==> config.mk <==
export PLATFORM = sky130hd
export DESIGN_NAME = port_sc_bank
export DESIGN_NICKNAME = d
export VERILOG_FILES = /design/src/rtl/port_sc_bank.sv
export SDC_FILE = /design/constraint.sdc
export NUM_CORES = 1
export LEC_CHECK = 0
export ABC_CLOCK_PERIOD_IN_PS = 1510
export BUFFER_PORTS_ARGS = -buffer_cell sky130_fd_sc_hd__clkbuf_2
export CORE_ASPECT_RATIO = 0.9
export CORE_MARGIN = 8
export CORE_UTILIZATION = 40
export DETAILED_ROUTE_END_ITERATION = 12
export PLACE_DENSITY = 0.77
export SETUP_SLACK_MARGIN = 0.2
export SYNTH_ARGS = -nofsm -noshare
export SYNTH_HDL_FRONTEND = slang
export SYNTH_SLANG_ARGS = --single-unit
==> constraint.sdc <==
create_clock -name clk -period 1.51 [get_ports clk]
set_clock_uncertainty 0.05 [all_clocks]
set_input_delay 0.151 -clock clk [delete_from_list [all_inputs] [get_ports clk]]
set_output_delay 0.151 -clock clk [all_outputs]
set_load 0.005 [all_outputs]
==> src/rtl/port_sc_bank.sv <==
module port_sc_bank #(
  parameter int NUM_PORTS = 2,
  parameter int IDX_W = 2
) (
  input  logic                 clk,
  input  logic                 rst_n,
  input  logic                 wr_en,
  input  logic [IDX_W-1:0]     wr_idx,
  input  logic [15:0]          wr_data,
  input  logic [IDX_W-1:0]     rd_idx,
  output logic [15:0]          rd_data,
  input  logic [NUM_PORTS-1:0] attach,
  input  logic [NUM_PORTS-1:0] attach_low_speed,
  input  logic [NUM_PORTS-1:0] detach,
  input  logic                 bus_reset,
  output logic [NUM_PORTS-1:0] dev_reset_req
);
  localparam logic [15:0] ABSENT = 16'hFF7F;

  logic [NUM_PORTS-1:0] ccs_v, csc_v, en_v, enc_v, lsda_v, prst_v;
  logic [15:0] view [NUM_PORTS];

  for (genvar p = 0; p < NUM_PORTS; p++) begin : g_port
    logic ccs, csc, en, enc, lsda, prst, req;
    logic hit, en_w, gone;

    assign hit  = wr_en && (wr_idx == IDX_W'(p));
    assign en_w = hit ? wr_data[2] : en;
    assign gone = detach[p] && !attach[p];

    always_ff @(posedge clk or negedge rst_n) begin
      if (!rst_n) begin
        ccs  <= 1'b0;
        csc  <= 1'b0;
        en   <= 1'b0;
        enc  <= 1'b0;
        lsda <= 1'b0;
        prst <= 1'b0;
        req  <= 1'b0;
      end else begin
        ccs  <= attach[p] | (ccs & ~detach[p]);
        csc  <= attach[p] | (gone & ccs) | (csc & ~(hit & wr_data[1]));
        en   <= en_w & ~gone;
        enc  <= (gone & en_w) | (enc & ~(hit & wr_data[3]));
        lsda <= attach[p] ? attach_low_speed[p] : lsda;
        prst <= hit ? wr_data[9] : prst;
        req  <= (hit & wr_data[9] & ~prst) | (bus_reset & ccs);
      end
    end

    assign ccs_v[p]  = ccs;
    assign csc_v[p]  = csc;
    assign en_v[p]   = en;
    assign enc_v[p]  = enc;
    assign lsda_v[p] = lsda;
    assign prst_v[p] = prst;
    assign dev_reset_req[p] = req;
    assign view[p] = {6'b0, prst, lsda, 1'b1, 3'b0, enc, en, csc, ccs};
  end

  always_comb begin
    rd_data = ABSENT;
    for (int p = 0; p < NUM_PORTS; p++)
      if (rd_idx == IDX_W'(p)) rd_data = view[p];
  end
endmodule


* Word-level counts from Yosys, hierarchy flattened
Cells that the tools add are included.
** Operators by class
- Add/subtract/negate cells :: 0
- Equal/unequal tests :: 2
- Muxes and demuxes :: 4
- Divide/modulo/power cells :: 0
- Shifts and indexed selects :: 0
- Multipliers :: 0
- Bitwise logic cells :: 42
- Reductions and logical operators :: 8
- Magnitude comparators :: 0
** Operator list (number)
- 16-bit two-way mux :: 2
- 1-bit AND :: 22
- 1-bit inverter :: 10
- 1-bit OR :: 10
- 2-bit by 1-bit equality test with 1-bit output, second input constant :: 2
- 1-bit logical AND :: 4
- 2-bit logical NOT :: 2
- 1-bit logical NOT :: 2
- 1-bit two-way mux :: 2
** Storage, ports and cells
- Bits in read-only memories :: 0
- Memories kept :: 0
- Input bits :: 30
- Register bits :: 14
- RAM bits :: 0
- Logic and storage cells :: 70
- Latch bits :: 0

* Depth between registers and ports, before layout
Gate-level depths: netlist of the first run.
- Word-level depth :: 6
- Gate-level depth with buffers :: 4
- Depth with buffers taken out :: 3

* Worst setup path before layout of the first run
Ideal clock, no wire load.
- Path kind :: input to register
- Start :: in wr_idx[0]
- End :: reg g_port[0].csc
- Required time :: 1.334 ns
- Stages on the path :: 3
- Path slack :: 0.544 ns
- Buffers on the path :: 0
- Library setup time :: 0.126 ns
- Data arrival time :: 0.790 ns
- Path through :: nor3b_4 nand2_1 a221o_1
** On the way
- Cells in the longest elaborated chain, start to end :: 6
** RTL lines
- from (decl) :: RTL line 8 : input logic [IDX_W-1:0] wr_idx,
- 2-bit logical NOT :: RTL line 27 : assign hit = wr_en && (wr_idx == IDX_W'(p));
- 1-bit logical AND :: RTL line 27
- 1-bit AND :: RTL line 42 : csc <= attach[p] | (gone & ccs) | (csc & ~(hit & wr_data[1]));
- 1-bit inverter :: RTL line 42
- 1-bit AND :: RTL line 42
- 1-bit OR :: RTL line 42
- to (signal assigned) :: RTL line 42
- to (decl) :: RTL line 24 : logic ccs, csc, en, enc, lsda, prst, req;
No other way between the ends.
A chain may end at the register's enable or synchronous reset.

* Final worst setup path of the first run
- Start :: reg g_port[0].ccs
- End :: out rd_data[0]
** On the way
- Cells in the longest elaborated chain, start to end :: 2
** RTL lines
- from (decl) :: RTL line 24
- from (signal assigned) :: RTL line 41 : ccs <= attach[p] | (ccs & ~detach[p]);
- 16-bit two-way mux (2 in series) :: RTL line 64 : if (rd_idx == IDX_W'(p)) rd_data = view[p];
- to (decl) :: RTL line 11 : output logic [15:0] rd_data,
No other way between the ends.

==> run_results.csv, run 1 <==
group,metric,value,unit
outcome,status,"complete, no violations",
yosys,synthCells,72,
worst_setup_path,crit_family,"flip-flops",
floorplanning,ios,48,
yosys,synth_largest_area_cell,"dfrtp_1",
timing,whs,60.8,ps
detailed_routing,firstDrtPassIters,4,
yosys,synth_fp_nets,102,
grt,grt_max_degree,15,
detailed_routing,first_iter_violations,34,
detailed_routing,viasPerCell,4.88,
power,p_per_area,907,nW/µm²
power,total_power,0.798,mW
timing,setup_viol_count_final,0,
yosys,syn_avg_cell_area,10.2,µm²
layout,drive_above_1_share,0.418,
power,max-vdd-ir-drop,504,µV
clock_network,cts_buffers,3,
timing,fmax,831,MHz
grt,use_met2,0.163,
worst_setup_path,worstPathCellList,"inv_1 -> o211ai_1 -> clkbuf_2",
floorplanning,die_y,56.6,µm
grt,globalRouteMet1Util,0.113,
clock_network,cts_tree,"built",
power,p_leak,0.456,nW
timing,tns,0,ps
floorplanning,fp-row-count,14,
clock_network,h-tree-depth,1,
worst_setup_path,end_kind,"primary output",
yosys,synth.top_cell.area_share,0.478,
place,portBuffers,35,
floorplanning,dieArea,3460,µm²
timing,finalCritPeriodShare,0.797,
yosys,syn_area,733,µm²
grt,grt_overflow,0,
detailed_routing,avgRoutedWirePerCell,13.8,µm
yosys,synth_commonest_cells,"dfrtp_1, nand2_1, buf_4, inv_1, mux2i_1",
place,dpl.hpwl,1400,µm
yosys,synth_enable_flop_cells,0,
floorplanning,die_w,61.1,µm
grt,antenna_found_initial,0,
clock_network,clockBufferDepth,2,
grt,grtUsageMet3,0.0432,
timing,report.final.hold_viol_count,0,
yosys,synthArstFlopShare,1.00,
timing,slew_violations,0,
clock_network,cts.sinks,14,
grt,track_usage,0.0988,
worst_setup_path,worst-path-max-fanout,3,
timing,period_minus_slack,1200,ps
floorplanning,initial_utilization,0.432,
layout,final_nets,130,
yosys,ys_types,17,
layout,area_delta_synth_final,20.0,%
timing,layout_setup_ws,307,ps
clock_network,cts.repair.resized,0,
yosys,seq_area_frac_synth,0.478,
detailed_routing,wirelength,1680,µm
place,pre_cts_slack,324,ps
timing,slew_headroom,0.775,
detailed_routing,vias,595,
detailed_routing,drc,0,
worst_setup_path,r2r_slack,610,ps
layout,n_antenna_cell,0,
flow_run,maxCapViolCount,0,
worst_setup_path,crit_slowest_cell,"dfrtp_1",
grt,grt_pass1_wl,2660,µm
floorplanning,core_area,1700,µm²
worst_setup_path,critPathRequiredTime,1310,ps
yosys,synth-seq-cells,14,
worst_setup_path,critPathMaxStageDelay,380,ps
clock_network,insertion_delay,270,ps
clock_network,clkTransAtPathRegs,70,ps
worst_hold_path,worstHoldPathType,"primary input to flip-flop",
place,routabilityCongestion,0.733,
grt,busiest_layer,"met2",
worst_setup_path,start_kind,"flip-flop",
place,dp.cells,118,
timing,rsz0062_at_grt,"no",
worst_setup_path,arrival,1000,ps
layout,final_cells,122,
timing,tightest_slew,338,ps
clock_network,root_buffer,"clkbuf_4",
worst_setup_path,crit_type,"flip-flop to primary output",
yosys,synth_area_leaders,"dfrtp_1, buf_4, mux2i_1",
yosys,ys_dominant_reg_cell,"dfrtp_1",
grt,grt_pass1_vias,593,
yosys,synth_warnings,0,
worst_setup_path,path_buf_inv,2,
detailed_routing,antenna_left,0,
what timing repair did:
action / in CTS / in global routing
endpoints found under the hold margin: 14 / 0
endpoints found under the setup margin: 0 / 0
setup buffers: 0 / 0
hold buffers: 1 / 0
flip-flops by register name, indices dropped and copies added, names as in the netlist:
signal	flops
g_port.req	2
g_port.ccs	2
g_port.en	2
g_port.prst	2
g_port.csc	2
g_port.enc	2
g_port.lsda	2
cell type report:
type,count,area [µm²]
fillers,170,820
repair buffers,36,185
well taps,24,30.0
inverters,7,26.3
clock buffers,3,22.5
flip-flops and latches,14,350
multi-input cells,38,265
per-layer routing:
layer	up-vias	part of all wire
met5	-	0
met2	26	0.49
met3	2	0.11
li1	284	-
met4	0	0.0048
met1	283	0.40
where the power goes:
| group | total (mW) | switching (mW) | internal, mW | leakage [nW] |
|---|---|---|---|---|
| sequential | 0.438 | 0.0211 | 0.417 | 0.163 |
| combinational | 0.168 | 0.0857 | 0.0824 | 0.279 |
| clock | 0.192 | 0.0994 | 0.0922 | 0.0138 |
| total | 0.798 | 0.206 | 0.591 | 0.456 |
metrics by stage:
step | instance area, µm² | util
2_1_floorplan | 733 | -
3_3_place_gp | 847 | 0.499
3_5_place_dp | 847 | 0.499
4_1_cts | 880 | 0.518
5_1_grt | 880 | 0.518
6_report | 880 | 0.518
cells by family after synthesis:
family	count (synthesis)	synth area share
buf+inv	20	0.160
compound gates	14	0.140
simple gates	16	0.109
mux	8	0.113
flops	14	0.478
worst paths after layout:
path                                         start                      end  cells past startpoint
max                        g_port[0].ccs$_DFF_PN0_               rd_data[0]                      3
max reg2reg                g_port[1].ccs$_DFF_PN0_  g_port[1].csc$_DFF_PN0_                      1
min                                      detach[1]  g_port[1].ccs$_DFF_PN0_                      2
min in group asynchronous                    rst_n  g_port[0].enc$_DFF_PN0_                      2
min reg2reg                g_port[0].enc$_DFF_PN0_  g_port[0].enc$_DFF_PN0_                      1
max in group asynchronous                    rst_n  g_port[1].ccs$_DFF_PN0_                      2
placed cells by master (no fill, tap or decap):
cell type      instances
inv_1                  7
a32o_1                 2
dfrtp_1               14
a21oi_1                2
o2bb2ai_1              2
mux2_2                 2
and3b_1                1
o21ai_1                1
a221o_1                2
mux2i_1                6
o21ai_0                3
dlygate4sd3_1          1
nand2_1               14
nor3b_4                1
clkbuf_4               3
clkbuf_2              35
o211ai_1               2
(Power assumes the default switching activity.)
==> inputs of run 2 (changes only) <==
Settings changed: ABC_CLOCK_PERIOD_IN_PS 1510 to 1000, CORE_UTILIZATION 40 to 36, PLACE_DENSITY 0.77 to 0.73.
Clock period 1.51 ns to 1 ns, I/O delays scaled along.
==> run 2 against run 1 <==
  * The flow now finishes with violations (negative setup slack)
  * Critical endpoint is now rd_data[1]
  * Sequential power is 51% higher
  * Power is 74% higher
  * Largest cell class unchanged
  * Register-to-register slack worse by 710 ps
  * Critical path type unchanged
  * Worst setup slack worse by 470 ps
  * Largest power group unchanged
==> run_results.csv, run 2 (synthesized netlist as in run 1, its figures left out) <==
group,metric,value,unit
detailed_routing,first_iter_violations,9,
floorplanning,core_area,1910,µm²
detailed_routing,dr_wl_met2,855,µm
outcome,violations,"negative setup slack",
worst_hold_path,worstHoldPathType,"primary input to flip-flop",
timing,whs,3.87,ps
floorplanning,die_y,58.8,µm
layout,n_antenna_cell,0,
detailed_routing,drc,0,
clock_network,cts_tree,"built",
clock_network,cts_buffers,3,
layout,drive_above_1_share,0.486,
grt,grt_pass1_vias,663,
worst_setup_path,rr_worst_depth,3,
timing,report.final.hold_viol_count,0,
worst_setup_path,critPathRequiredTime,850,ps
worst_hold_path,min_from,"attach_low_speed[0]",
detailed_routing,vias,621,
layout,layout_common_cells,"clkbuf_2, nand2_1, dfrtp_1",
worst_setup_path,crit_family,"flip-flops",
worst_setup_path,start_kind,"flip-flop",
power,p_leak,0.524,nW
place,pre_cts_slack,-68.3,ps
timing,finalCritPeriodShare,1.17,
worst_setup_path,end_kind,"primary output",
worst_setup_path,crit_type,"flip-flop to primary output",
detailed_routing,antenna_left,0,
power,p_per_area,1380,nW/µm²
grt,grt_overflow,0,
clock_network,cts.sinks,14,
grt,track_usage,0.102,
worst_setup_path,r2r_slack,-100,ps
clock_network,insertion_delay,280,ps
power,total_power,1.39,mW
timing,tightest_slew,364,ps
flow_run,maxCapViolCount,0,
detailed_routing,viasPerCell,4.57,
worst_hold_path,min_path_cells,2,
detailed_routing,avgRoutedWirePerCell,13.5,µm
clock_network,cts_hold_buffers,3,
worst_setup_path,crit_slowest_cell,"dfrtp_1",
worst_setup_path,r2r-start,"g_port[1].csc$_DFF_PN0_",
power,max-vdd-ir-drop,745,µV
detailed_routing,highest_layer,"met3",
floorplanning,fp-row-count,15,
timing,slew_headroom,0.757,
worst_hold_path,min_to,"g_port[0].lsda$_DFFE_PN0P_",
floorplanning,die_w,63.6,µm
clock_network,clkTransAtPathRegs,80,ps
layout,final_nets,142,
worst_setup_path,path_buf_inv,1,
floorplanning,ios,48,
timing,setup_viol_count_final,8,
detailed_routing,wirelength,1830,µm
worst_setup_path,critPathMaxStageDelay,400,ps
timing,layout_setup_ws,-167,ps
layout,area_delta_synth_final,37.0,%
floorplanning,dieArea,3740,µm²
timing,rsz0062_at_grt,"yes",
layout,layout_commonest_cell,"clkbuf_2",
worst_setup_path,reg2reg_to,"g_port[1].csc$_DFF_PN0_",
grt,antenna_found_initial,0,
place,dpl.hpwl,1410,µm
worst_setup_path,worst-path-max-fanout,2,
floorplanning,initial_utilization,0.383,
timing,fmax,857,MHz
layout,post-route-util,0.525,
grt,grt_max_degree,15,
place,portBuffers,35,
worst_setup_path,worstPathCellList,"mux2i_1 -> nand2_1 -> clkbuf_2",
grt,grt_pass1_wl,3030,µm
worst_setup_path,arrival,1020,ps
timing,period_minus_slack,1170,ps
place,routabilityCongestion,0.772,
detailed_routing,wl_met3,195,µm
detailed_routing,firstDrtPassIters,3,
clock_network,root_buffer,"clkbuf_4",
detailed_routing,met1_length,782,µm
outcome,status,"finished, violations left",
timing,slew_violations,0,
clock_network,clockBufferDepth,2,
clock_network,h-tree-depth,1,
[run 2: changes by cell type in the layout (fill, tap and decap cells not counted), sizes merged]
cell         previous run  this run
clkbuf                 38        35
dlygate4sd3             1         3
buf                     0        14
[run 2: how the worst max path moves through the flow]
stage,cells past startpoint,startpoint,end
after detailed placement,4,wr_idx[1],g_port[1].csc$_DFF_PN0_
after floorplan,4,wr_idx[1],g_port[1].csc$_DFF_PN0_
after global placement,4,wr_idx[1],g_port[1].csc$_DFF_PN0_
after global routing,3,g_port[1].csc$_DFF_PN0_,rd_data[1]
after CTS,3,g_port[1].csc$_DFF_PN0_,rd_data[1]
final,3,g_port[1].csc$_DFF_PN0_,rd_data[1]
[run 2: metal layers]
layer	vias to the layer above	GRT usage
li1	315	-
met1	285	0.109
met2	21	0.171
met3	0	0.0492
met4	0	0.0381
met5	-	0
[run 2: cell type report]
class	count	area, µm²
fill	193	910
inverter	7	26.3
clock buffer	4	36.3
multi-input combinational	38	269
sequential	14	350
tap	25	31.3
timing repair buffer	48	292
[run 2: power breakdown]
part	leakage (nW)	internal, mW	switching (mW)
Clock	0.0210	0.221	0.185
Combinational	0.340	0.181	0.141
Sequential	0.163	0.629	0.0336
[run 2: timing repair]
item	4_1_cts	5_1_grt
hold endpoints to repair	20	1
pin swaps	1	2
setup endpoints to repair	14	19
setup buffers	4	3
gates resized for setup	3	8
gates cloned	0	0
[run 2: per-stage QoR]
step	area, µm²	setup TNS, ps	cells
finish	1000	-1000	136
global route	1000	-1580	136
CTS	971	-920	133
detailed placement	871	-179	122
global placement	871	-134	122
floorplan	737	0	72
==> inputs of run 3 (changes only) <==
Settings changed: CELL_PAD_IN_SITES_DETAIL_PLACEMENT from default to 0, CELL_PAD_IN_SITES_GLOBAL_PLACEMENT from default to 2, CORE_UTILIZATION 36 to 20, PLACE_DENSITY 0.73 to default, PLACE_DENSITY_LB_ADDON from default to 0.1.
==> run 3 against run 2 <==
  * Global-route usage down 2.9 points
  * Largest cell class unchanged
  * Register-to-register slack is essentially flat
  * Combinational power up 12%
  * The run still ends with negative setup slack left
  * Largest power group unchanged
  * Final cell count rose by 15%
==> run_results.csv, run 3 (synthesized netlist as in run 1, its figures left out) <==
group,metric,value,unit
outcome,status,"finished, violations left",
outcome,violations,"negative setup slack",
floorplanning,ios,48,
timing,report.final.hold_viol_count,0,
worst_setup_path,crit_type,"flip-flop to primary output",
timing,slew_violations,0,
layout,final_nets,142,
worst_setup_path,arrival,970,ps
grt,track_usage,0.0723,
detailed_routing,firstDrtPassIters,4,
detailed_routing,vias,649,
worst_setup_path,start_kind,"flip-flop",
worst_setup_path,worst-path-max-fanout,2,
detailed_routing,drc,0,
layout,n_antenna_cell,0,
timing,finalCritPeriodShare,1.12,
clock_network,clockBufferDepth,2,
place,portBuffers,35,
timing,setup_viol_count_final,9,
floorplanning,core_area,3630,µm²
power,total_power,1.58,mW
clock_network,h-tree-depth,1,
floorplanning,initial_utilization,0.202,
clock_network,cts_tree,"built",
layout,drive_above_1_share,0.541,
detailed_routing,dr_wl_met2,970,µm
grt,grt_pass1_wl,3240,µm
timing,layout_setup_ws,-117,ps
worst_hold_path,worstHoldPathType,"primary input to flip-flop",
worst_setup_path,critPathMaxStageDelay,380,ps
power,p_per_area,1460,nW/µm²
worst_setup_path,worstPathCellList,"mux2i_1 -> nand2_1 -> buf_2",
detailed_routing,wirelength,2110,µm
layout,layout_commonest_cell,"clkbuf_2",
detailed_routing,viasPerCell,4.13,
clock_network,insertion_delay,240,ps
grt,grt_overflow,0,
clock_network,cts.sinks,14,
grt,grt_max_degree,15,
grt,grt_pass1_vias,663,
floorplanning,fp-row-count,21,
clock_network,root_buffer,"clkbuf_8",
worst_setup_path,crit_slowest_cell,"dfrtp_1",
timing,fmax,896,MHz
timing,slew_headroom,0.742,
grt,antenna_found_initial,0,
timing,rsz0062_at_grt,"yes",
timing,tightest_slew,386,ps
worst_setup_path,end_kind,"primary output",
detailed_routing,met1_length,939,µm
floorplanning,die_y,73.4,µm
timing,tns,-687,ps
worst_setup_path,r2r_slack,-90,ps
place,routabilityCongestion,0.708,
timing,period_minus_slack,1120,ps
power,max-vdd-ir-drop,486,µV
detailed_routing,wl_met3,185,µm
layout,area_delta_synth_final,47.3,%
worst_setup_path,critPathRequiredTime,850,ps
detailed_routing,antenna_left,0,
power,p_leak,0.544,nW
layout,layout_common_cells,"clkbuf_2, nand2_1, dfrtp_1",
clock_network,cts_buffers,3,
detailed_routing,first_iter_violations,25,
floorplanning,dieArea,5860,µm²
floorplanning,die_w,79.8,µm
flow_run,maxCapViolCount,0,
place,dpl.hpwl,1660,µm
detailed_routing,avgRoutedWirePerCell,13.4,µm
clock_network,clkTransAtPathRegs,60,ps
detailed_routing,highest_layer,"met4",
==> run 3: critical path: cells and delay by family, from the launching register on <==
kind,cells,cell delay [ps]
buf+inv,1,130
flops,1,380
simple gates,1,60
mux,1,150
==> run 3: report_power, final <==
part           internal [mW]  switching [mW]  leakage [nW]
Sequential             0.630          0.0315         0.163
Combinational          0.203           0.159         0.352
Clock                  0.349           0.206        0.0288
==> run 3: final timing paths <==
kind	start	to	depth (start not counted)
max	g_port[1].en$_DFF_PN0_	rd_data[2]	3
min	detach[1]	g_port[1].en$_DFF_PN0_	2
max reg2reg	g_port[0].ccs$_DFF_PN0_	g_port[0].csc$_DFF_PN0_	3
min reg2reg	g_port[0].enc$_DFF_PN0_	g_port[0].enc$_DFF_PN0_	1
max in group asynchronous	rst_n	g_port[1].req$_DFF_PN0_	2
min in group asynchronous	rst_n	g_port[1].prst$_DFFE_PN0P_	2
==> run 3: area by class of cell <==
class                      count  area, µm²
multi-input combinational     38        297
tap                           46       57.6
inverter                       7       26.3
sequential                    14        350
clock buffer                   4       55.1
timing repair buffer          48        294
fill                         391       2550
==> run 3: routing by layer <==
layer  GRT usage  vias to the layer above
li1            -                      314
met4      0.0181                        0
met1      0.0868                      309
met2       0.110                       24
met5           0                        -
met3      0.0379                        2
==> run 3: through the flow <==
stage           util  area (µm²)  setup WS, ps  hold WS [ps]  cells
2_1_floorplan      -         737          97.3          -246     72
3_3_place_gp   0.247         897          -104         -10.5    143
3_5_place_dp   0.247         897          -110         -9.43    143
4_1_cts        0.279        1010          -139          14.4    153
5_1_grt        0.298        1080          -201          23.7    157
6_report       0.298        1080          -117          28.3    157
==> run 3: timing repair <==
| item | in CTS | in global routing |
|---|---|---|
| hold endpoints to repair | 14 | 0 |
| hold buffers | 1 | 0 |
| setup endpoints to repair | 16 | 19 |
| pin swaps | 1 | 2 |
| gates resized for setup | 6 | 14 |
| setup buffers | 5 | 4 |
